**src/rtl/clamp_pkg.sv**
```systemverilog
package clamp_pkg;
  typedef enum logic [1:0] {
    ST_IDLE = 2'd0,
    ST_WAIT = 2'd1,
    ST_HOLD = 2'd2
  } tmr_state_t;
endpackage

```
**src/rtl/clamp_rst_sync.sv**
```systemverilog
module clamp_rst_sync (
  input  logic clk,
  input  logic rst_n,
  output logic rst_n_sync
);
  logic [1:0] shreg_q;

  always_ff @(posedge clk or negedge rst_n) begin
    if (!rst_n) shreg_q <= 2'b00;
    else        shreg_q <= {shreg_q[0], 1'b1};
  end

  assign rst_n_sync = shreg_q[1];
endmodule

```
**src/rtl/clamp_sync_edge.sv**
```systemverilog
module clamp_sync_edge (
  input  logic clk,
  input  logic rst_n,
  input  logic hsync_i,
  output logic hs_q_o,
  output logic trail_o
);
  logic hs_q;
  logic hs_n;

  always_comb hs_n = hsync_i;

  always_ff @(posedge clk or negedge rst_n) begin
    if (!rst_n) hs_q <= 1'b0;
    else        hs_q <= hs_n;
  end

  // falling edge seen at this clock edge: previous sample high, current low
  assign trail_o = hs_q & ~hsync_i;
  assign hs_q_o  = hs_q;
endmodule

```
**src/rtl/clamp_timer.sv**
```systemverilog
module clamp_timer
  import clamp_pkg::*;
#(
  parameter int CNT_W = 8
) (
  input  logic             clk,
  input  logic             rst_n,
  input  logic             trail_i,
  input  logic             hsync_i,
  input  logic [CNT_W-1:0] place_i,
  input  logic [CNT_W-1:0] dur_i,
  output logic             hold_nxt_o
);
  localparam logic [CNT_W-1:0] ONE = CNT_W'(1);

  tmr_state_t       st_q, st_n;
  logic [CNT_W-1:0] cnt_q, cnt_n;
  logic             cnt_en;

  always_comb begin
    st_n  = st_q;
    cnt_n = cnt_q;
    if (hsync_i) begin
      st_n  = ST_IDLE;
      cnt_n = '0;
    end else if (trail_i) begin
      if (dur_i == '0) begin
        st_n  = ST_IDLE;
        cnt_n = '0;
      end else if (place_i == '0) begin
        st_n  = ST_HOLD;
        cnt_n = dur_i - ONE;
      end else begin
        st_n  = ST_WAIT;
        cnt_n = place_i - ONE;
      end
    end else begin
      unique case (st_q)
        ST_WAIT: begin
          if (cnt_q == '0) begin
            if (dur_i == '0) begin
              st_n  = ST_IDLE;
              cnt_n = '0;
            end else begin
              st_n  = ST_HOLD;
              cnt_n = dur_i - ONE;
            end
          end else begin
            cnt_n = cnt_q - ONE;
          end
        end
        ST_HOLD: begin
          if (cnt_q == '0) st_n = ST_IDLE;
          else             cnt_n = cnt_q - ONE;
        end
        default: begin
          st_n  = ST_IDLE;
          cnt_n = cnt_q;
        end
      endcase
    end
  end

  assign cnt_en = (st_q != ST_IDLE) || (st_n != ST_IDLE);

  always_ff @(posedge clk or negedge rst_n) begin
    if (!rst_n) st_q <= ST_IDLE;
    else        st_q <= st_n;
  end

  always_ff @(posedge clk or negedge rst_n) begin
    if (!rst_n)      cnt_q <= '0;
    else if (cnt_en) cnt_q <= cnt_n;
  end

  assign hold_nxt_o = (st_n == ST_HOLD);

  AST_ZERO_DUR_IDLE: assert property (@(posedge clk) disable iff (!rst_n)
    (trail_i && dur_i == '0) |=> (st_q == ST_IDLE));
  AST_TRAIL_RESTART: assert property (@(posedge clk) disable iff (!rst_n)
    (trail_i && dur_i != '0 && place_i != '0) |=> (st_q == ST_WAIT));
  AST_SYNC_IDLE: assert property (@(posedge clk) disable iff (!rst_n)
    hsync_i |=> (st_q == ST_IDLE));
  AST_HOLD_LAST: assert property (@(posedge clk) disable iff (!rst_n)
    (st_q == ST_HOLD && cnt_q == '0 && !trail_i) |=> (st_q == ST_IDLE));
endmodule

```
**src/rtl/clamp_out_stage.sv**
```systemverilog
module clamp_out_stage (
  input  logic clk,
  input  logic rst_n,
  input  logic src_ext_i,
  input  logic ext_pol_i,
  input  logic ext_in_i,
  input  logic int_hold_nxt_i,
  input  logic hsync_i,
  input  logic hs_q_i,
  output logic clamp_o
);
  logic ext_act;
  logic clamp_n;
  logic clamp_q;

  always_comb begin
    ext_act = (ext_in_i == ext_pol_i);
    clamp_n = (src_ext_i ? ext_act : int_hold_nxt_i) & ~hsync_i;
  end

  always_ff @(posedge clk or negedge rst_n) begin
    if (!rst_n) clamp_q <= 1'b0;
    else        clamp_q <= clamp_n;
  end

  assign clamp_o = clamp_q;

  AST_NO_CLAMP_IN_SYNC: assert property (@(posedge clk) disable iff (!rst_n)
    hs_q_i |-> !clamp_q);
  AST_EXT_FOLLOW: assert property (@(posedge clk) disable iff (!rst_n)
    (src_ext_i && !hsync_i) |=> (clamp_q == ($past(ext_in_i) == $past(ext_pol_i))));
endmodule

```
**src/rtl/clamp_level_sel.sv**
```systemverilog
module clamp_level_sel #(
  parameter int NCH    = 3,
  parameter int CODE_W = 8
) (
  input  logic                  clk,
  input  logic                  rst_n,
  input  logic [NCH-1:0]        mid_sel_i,
  output logic [NCH*CODE_W-1:0] code_o
);
  localparam logic [CODE_W-1:0] MID = CODE_W'(1) << (CODE_W - 1);

  for (genvar ch = 0; ch < NCH; ch++) begin : g_ch
    logic [CODE_W-1:0] code_q, code_n;

    always_comb code_n = mid_sel_i[ch] ? MID : '0;

    always_ff @(posedge clk or negedge rst_n) begin
      if (!rst_n) code_q <= '0;
      else        code_q <= code_n;
    end

    assign code_o[ch*CODE_W +: CODE_W] = code_q;

    AST_LEVEL_LEGAL: assert property (@(posedge clk) disable iff (!rst_n)
      (code_q == '0) || (code_q == MID));
  end
endmodule

```
**src/rtl/clamp_pulse_gen.sv**
```systemverilog
module clamp_pulse_gen #(
  parameter int NCH    = 3,
  parameter int CODE_W = 8,
  parameter int CNT_W  = 8
) (
  input  logic                  clk_pix,
  input  logic                  rst_n,
  input  logic                  hsync_in,
  input  logic                  ext_clamp_in,
  input  logic                  cfg_src_ext,
  input  logic                  cfg_ext_pol,
  input  logic [CNT_W-1:0]      cfg_place,
  input  logic [CNT_W-1:0]      cfg_dur,
  input  logic [NCH-1:0]        cfg_mid_sel,
  output logic                  clamp_o,
  output logic [NCH*CODE_W-1:0] lvl_code_o
);
  logic rst_n_s;
  logic hs_q;
  logic trail;
  logic hold_nxt;

  clamp_rst_sync u_rst (
    .clk        (clk_pix),
    .rst_n      (rst_n),
    .rst_n_sync (rst_n_s)
  );

  clamp_sync_edge u_edge (
    .clk     (clk_pix),
    .rst_n   (rst_n_s),
    .hsync_i (hsync_in),
    .hs_q_o  (hs_q),
    .trail_o (trail)
  );

  clamp_timer #(.CNT_W(CNT_W)) u_tmr (
    .clk        (clk_pix),
    .rst_n      (rst_n_s),
    .trail_i    (trail),
    .hsync_i    (hsync_in),
    .place_i    (cfg_place),
    .dur_i      (cfg_dur),
    .hold_nxt_o (hold_nxt)
  );

  clamp_out_stage u_out (
    .clk            (clk_pix),
    .rst_n          (rst_n_s),
    .src_ext_i      (cfg_src_ext),
    .ext_pol_i      (cfg_ext_pol),
    .ext_in_i       (ext_clamp_in),
    .int_hold_nxt_i (hold_nxt),
    .hsync_i        (hsync_in),
    .hs_q_i         (hs_q),
    .clamp_o        (clamp_o)
  );

  clamp_level_sel #(.NCH(NCH), .CODE_W(CODE_W)) u_lvl (
    .clk       (clk_pix),
    .rst_n     (rst_n_s),
    .mid_sel_i (cfg_mid_sel),
    .code_o    (lvl_code_o)
  );

  AST_RST_QUIET: assert property (@(posedge clk_pix) disable iff (!rst_n_s)
    $rose(rst_n_s) |-> !clamp_o);
endmodule

```
**config.mk**
```make
export PLATFORM = sky130hd
export DESIGN_NAME = clamp_pulse_gen
export DESIGN_NICKNAME = d
export VERILOG_FILES = /design/src/rtl/clamp_pkg.sv /design/src/rtl/clamp_rst_sync.sv /design/src/rtl/clamp_sync_edge.sv /design/src/rtl/clamp_timer.sv /design/src/rtl/clamp_out_stage.sv /design/src/rtl/clamp_level_sel.sv /design/src/rtl/clamp_pulse_gen.sv
export SDC_FILE = /design/constraint.sdc
export NUM_CORES = 1
export LEC_CHECK = 0
export CAP_MARGIN = 10
export CORE_UTILIZATION = 35
export DETAILED_ROUTE_END_ITERATION = 16
export PLACE_DENSITY = 0.68
export SYNTH_ARGS = -nofsm -noshare
export SYNTH_HDL_FRONTEND = slang
export SYNTH_SLANG_ARGS = --single-unit
```
**constraint.sdc**
```tcl
create_clock -name clk_pix -period 1.01 [get_ports clk_pix]
set_input_delay 0.202 -clock clk_pix [delete_from_list [all_inputs] [get_ports clk_pix]]
set_output_delay 0.202 -clock clk_pix [all_outputs]
set_load 0.005 [all_outputs]
```
### Word-level counts from Yosys, hierarchy flattened

Cells that the tools add are included.

| word-level totals | value |
|---|---|
| register bits after elaboration | 38 |
| input bits | 25 |
| word-level logic and storage cells | 47 |

| operators by class | value |
|---|---|
| $add $sub $neg | 3 |
| eq/ne operators | 5 |
| muxes and demuxes | 20 |
| bitwise gates (word level) | 3 |
| reductions and logical operators | 8 |

Operators by type and width:

| kind | count |
|---|---|
| two-way mux 8 bit | 10 |
| zero test 8 bit | 3 |
| subtractor 8 x 1 -> 8 bit (second input constant) | 3 |
| case mux 8 bit (2 select lines) | 1 |
| two-way mux 2 bit | 7 |
| equality test 2 bit (second input constant) | 2 |
| inequality test 4 bit (second input constant) | 1 |
| case mux 2 bit (2 select lines) | 1 |
| nonzero test 2 bit | 2 |
| nonzero test 4 bit | 1 |
| AND reduction 3 bit | 1 |
| AND 1 bit | 2 |
| equality test 2 x 1 -> 1 bit (second input constant) | 1 |
| equality test 1 bit | 1 |
| logical OR 1 bit | 1 |
| two-way mux 1 bit | 1 |
| NOT 1 bit | 1 |

### Depth between registers and ports, before layout

| logic depth | value |
|---|---|
| depth after elaboration | 9 |
| mapped depth | 9 |
| depth with buffers taken out | 7 |

### By module

Synthesis repeated with hierarchy kept, for this count alone.

| second synthesis, totals | value |
|---|---|
| cell total of the unflattened synthesis | 187 |
| area, all modules | 1602.8 um2 |

By module, submodules not included:

| module | times used | cells each | area an instance (um2) | sequential area each (um2) |
|---|---|---|---|---|
| clamp_timer | 1 | 152 | 1221.2 | 250.2 |
| clamp_level_sel | 1 | 25 | 236.5 | 75.1 |
| clamp_rst_sync | 1 | 3 | 53.8 | 50.0 |
| clamp_out_stage | 1 | 5 | 52.6 | 25.0 |
| clamp_sync_edge | 1 | 2 | 38.8 | 25.0 |

### Worst setup path after synthesis

Ideal clock, no wire load.

| path | value |
|---|---|
| kind | register -> register |
| start point | register u_tmr.cnt_q[0] |
| end point | register u_tmr.cnt_q[0] |
| library setup time | 121 ps |
| data arrival time | 2277 ps |
| slack | -1388 ps |
| stages on the path, launching flop included | 10 |
| buffers on the path | 2 |
| clock period less this slack | 2398 ps |
| path through | dfrtp_1 -> inv_1 -> ha_1 -> nor3b_1 -> a2111oi_0 -> or4b_1 -> buf_2 -> and2_4 -> buf_6 -> a22o_1 |

| on the way | value |
|---|---|
| longest elaborated chain between the ends | 8 |
| elaborated cells on any way between the ends | 16 |
| classes of those cells | add/sub (1); eq/ne (1); mux (10); reduce/logical (4) |

RTL lines:

| element | RTL line | text |
|---|---|---|
| start: declaration | clamp_timer.sv:17 | `logic [CNT_W-1:0] cnt_q, cnt_n;` |
| start signal: assignment | clamp_timer.sv:73 | `else if (cnt_en) cnt_q <= cnt_n;` |
| branches (longest 8 deep; another with subtractor 8 x 1 -> 8 bit) | n/a |  |

Several ways; the timed one is not identified. The select of a mux whose other input is x is not followed.
A chain may end at the register's enable or synchronous reset.

### Final worst setup path

| path | value |
|---|---|
| start point | register u_tmr.cnt_q[1] |
| end point | register u_tmr.cnt_q[7] |

The elaborated chain is that of the path after synthesis.

==> reports/qor.json <==
{
  "cts_inserted_buffers": 3,
  "postCtsHoldBufs": 0,
  "report.final.hold_viol_count": 0,
  "achievable-frequency_ghz": 0.462,
  "grt_setup_unrepaired": "yes",
  "antenna_found_initial": 0,
  "worst_setup_hold_path_clk_slew_ns": 0.07,
  "first_global_vias": 1750,
  "crit_family": "simple AND/OR/NAND/NOR gates",
  "failed_checks": "setup timing",
  "fin_crit_ns": 2.16,
  "clock_insertion_delay_worst_skew_ns": 0.25,
  "synth-seq-area-share_pct": 26.0,
  "timing.final.ws_setup_ns": -1.15,
  "syn_area_sq_mm": 0.00164,
  "worst_setup_path_start_kind": "register",
  "layout.cell_area.non_filler_sq_mm": 0.00263,
  "route.detailed.wl_per_inst_um": 13.9,
  "worst-path-max-fanout": 7,
  "vias": 1817,
  "timing.critical_path.arrival_ns": 2.29,
  "overflow": 0,
  "synth_edf_count": 0,
  "worstPathRequired_ns": 1.13,
  "max-cap-violations": 0,
  "design.final.nets": 332,
  "floorplan.die.width_um": 70.4,
  "clock_sink_count": 17,
  "cell_type_with_the_highest_aggregate_area_in_the_netlist": "dfrtp_1",
  "cts_tree": "done",
  "classification_of_the_worst_slack_hold_path": "input port to async pin",
  "setup-violations-final": 11,
  "ir_drop_mv": 0.568,
  "crit_chain": "inv_1 > ha_4 > nor3b_4 > a2111oi_4 > or4b_4 > buf_6 > a21oi_4 > a41oi_2",
  "first_pass_iteration_count_of_the_detailed_router": 4,
  "deepest_clock_path_buffer_count": 2,
  "final_period_util_pct": 214,
  "crit_path_start": "u_tmr.cnt_q[1]$_DFFE_PN0P_",
  "preCtsSetupSlack_ns": -1.57,
  "critPathBufInv": 2,
  "library_cell_used_as_clock_root_buffer": "clkbuf_8",
  "nFillCells": 396,
  "row_count": 24,
  "synth.distinct_cells": 56,
  "timing_max_transition_violations_final": 0,
  "via_to_cell_ratio": 5.18,
  "critical_path_s_slowest_cell": "or4b_4",
  "postSynth.asyncResetShare_pct": 100,
  "fp.dieArea_sq_mm": 0.00496,
  "yosys-top-cells-area": "dfrtp_1 26%, buf_4 9.6%, ha_1 5.3%, xnor2_1 3.2%, xor2_1 3.2%",
  "critical_path.max_stage_delay_ns": 0.57,
  "postSynthAreaPerCell_sq_um": 8.36,
  "timing.setup.tns_ns": -11.24,
  "route.detailed.drc": 0,
  "run_status": "complete, but fails checks",
  "drt-total-wl_um": 4860,
  "io_buffer_count": 28,
  "post_route_cells_drive_above_1_share_pct": 39.5,
  "launch_instance_of_the_worst_register_to_register_path": "u_tmr.cnt_q[1]$_DFFE_PN0P_",
  "drtIter0Drc": 156,
  "layout-area-overhead-vs-synth_pct": 60.4,
  "setup.worst_path.end_class": "register",
  "gp_congestion": 0.934,
  "power_density_mw_per_mm2": 1000,
  "initial_core_util_pct": 37.1,
  "static-leakage-power_nw": 1.17,
  "place_area_sq_mm": 0.00246,
  "clock-skew-final_ns": 0.00344,
  "antennaDiodeCount": 0,
  "ctsHtreeMaxLevel": 1,
  "yosys_warnings": 0,
  "grt_start_max_net_pins": 16,
  "ant_nets": 0,
  "yosys.area.top_type_share_pct": 26.0,
  "grtUsageTotal_pct": 20.4,
  "die_y_um": 70.4,
  "syn-instance-count": 196,
  "boundaryPins": 50,
  "ys_dominant_reg_cell": "dfrtp_1",
  "timing.setup.critical_path_class": "register to register",
  "wire_length_of_the_first_global_routing_pass_um": 8140,
  "place.detailed.hpwl_um": 3930,
  "core_region_area_sq_mm": 0.00441,
  "flip_flop_and_latch_count_after_synthesis": 17
}
-- stage by stage --
step | util (%) | cells | power [mW] | hold WS [ns]
2_1_floorplan | - | 216 | 1.44 | -0.0936
3_3_place_gp | 55.7 | 342 | 2.00 | 0.177
3_5_place_dp | 55.7 | 342 | 2.01 | 0.183
4_1_cts | 58.3 | 348 | 2.57 | 0.104
5_1_grt | 59.5 | 351 | 2.80 | 0.104
6_report | 59.5 | 351 | 2.63 | 0.0993
-- Yosys cell counts (4+ instances only) --
cell type and instances:
or3b_2 4, o211ai_1 5, nor2_1 13, nor4_1 6, nand2_1 7, a31oi_1 6
ha_1 7, nor3_1 7, nor3b_1 4, clkbuf_1 4, o21ai_0 9, dfrtp_1 17
buf_4 21, xnor2_1 6, or4_1 4, xor2_1 6, a21oi_1 8, inv_1 13
-- worst register-to-register path, delay by kind of cell, from the launching register on --
family                   cells  cell delay, ns
AND/OR/NAND/NOR              2            0.92
flip-flops                   1            0.39
AO/OA/AOI/OAI                3            0.32
buffers and inverters        2            0.26
adder cells (fa/ha/maj)      1            0.14
-- what timing repair did --
item / CTS / global route
endpoints found under the setup margin: 15 / 13
pin swaps: 8 / 8
setup buffers: 2 / 6
resized for setup: 38 / 7
-- final timing paths --
path,cells after the start,slack [ns],to
setup / recovery,8,-1.15,u_tmr.cnt_q[7]$_DFFE_PN0P_
hold / removal,1,0.1,u_rst.shreg_q[1]$_DFF_PN0_
setup reg to reg,8,-1.15,u_tmr.cnt_q[7]$_DFFE_PN0P_
hold reg to reg,1,0.18,u_lvl.g_ch[1].code_q[7]$_DFF_PN0_
max in group asynchronous,1,0.65,u_out.clamp_o$_DFF_PN0_
min in group clk_pix,0,0.36,u_rst.shreg_q[1]$_DFF_PN0_
-- where the power goes --
| part | switching (mW) | internal [mW] | total [mW] |
|---|---|---|---|
| combinational | 0.597 | 0.681 | 1.28 |
| sequential | 0.0734 | 0.762 | 0.836 |
| clock | 0.243 | 0.274 | 0.517 |
-- cell type report --
class	count	area, sq um	share of cell area [%]
Inverter	13	48.8	1.86
Clock inverter	1	5.00	0.190
Sequential cell	17	425	16.2
Multi-Input combinational cell	158	1190	45.4
Tap cell	52	65.1	2.48
Clock buffer	3	41.3	1.57
Timing Repair Buffer	107	850	32.3
-- placed cells by master, fill, tap and decap left out, types with 4 or more instances in the layout --
cell and count:
buf_4 78, conb_1 22, clkdlybuf4s50_1 18, dfrtp_1 17
nor2_1 12, inv_1 11, o21ai_0 9, nand2_1 7
nor3_1 7, a21oi_2 6, xnor2_1 6, xor2_1 6
a31oi_1 6, dlygate4sd2_1 6, o211ai_1 5, ha_1 5
nor4_1 4
-- kinds of logic (layout without fill, tap and decap cells) --
| kind of cell | count (synthesis) | after routing | share of synthesized area [%] |
|---|---|---|---|
| flip-flops | 17 | 17 | 26.0 |
| multiplexers | 3 | 3 | 1.83 |
| buffers and inverters | 41 | 124 | 15.2 |
| AO/OA/AOI/OAI | 52 | 52 | 22.2 |
| other | 2 | 22 | 0.459 |
| AND/OR/NAND/NOR | 62 | 62 | 22.6 |
| adder cells (fa/ha/maj) | 7 | 7 | 5.35 |
| XOR/XNOR | 12 | 12 | 6.42 |
-- per-layer routing --
layer	wire length, um	track usage, %	part of all wire (%)	vias up
li1	-	-	-	897
met1	1970	27.0	41	842
met2	2470	34.5	51	67
met3	344	3.46	7.1	11
met4	73	4.44	1.5	0
met5	0	0	0	-
-- registers in the layout, indices dropped and copies added, names as in the netlist --
| register | flops |
|---|---|
| u_out.clamp_o | 1 |
| u_rst.shreg_q | 2 |
| u_lvl.g_ch.code_q | 3 |
| u_edge.hs_q_o | 1 |
| u_tmr.st_q | 2 |
| u_tmr.cnt_q | 8 |
Power figures use the tool's default switching activity.
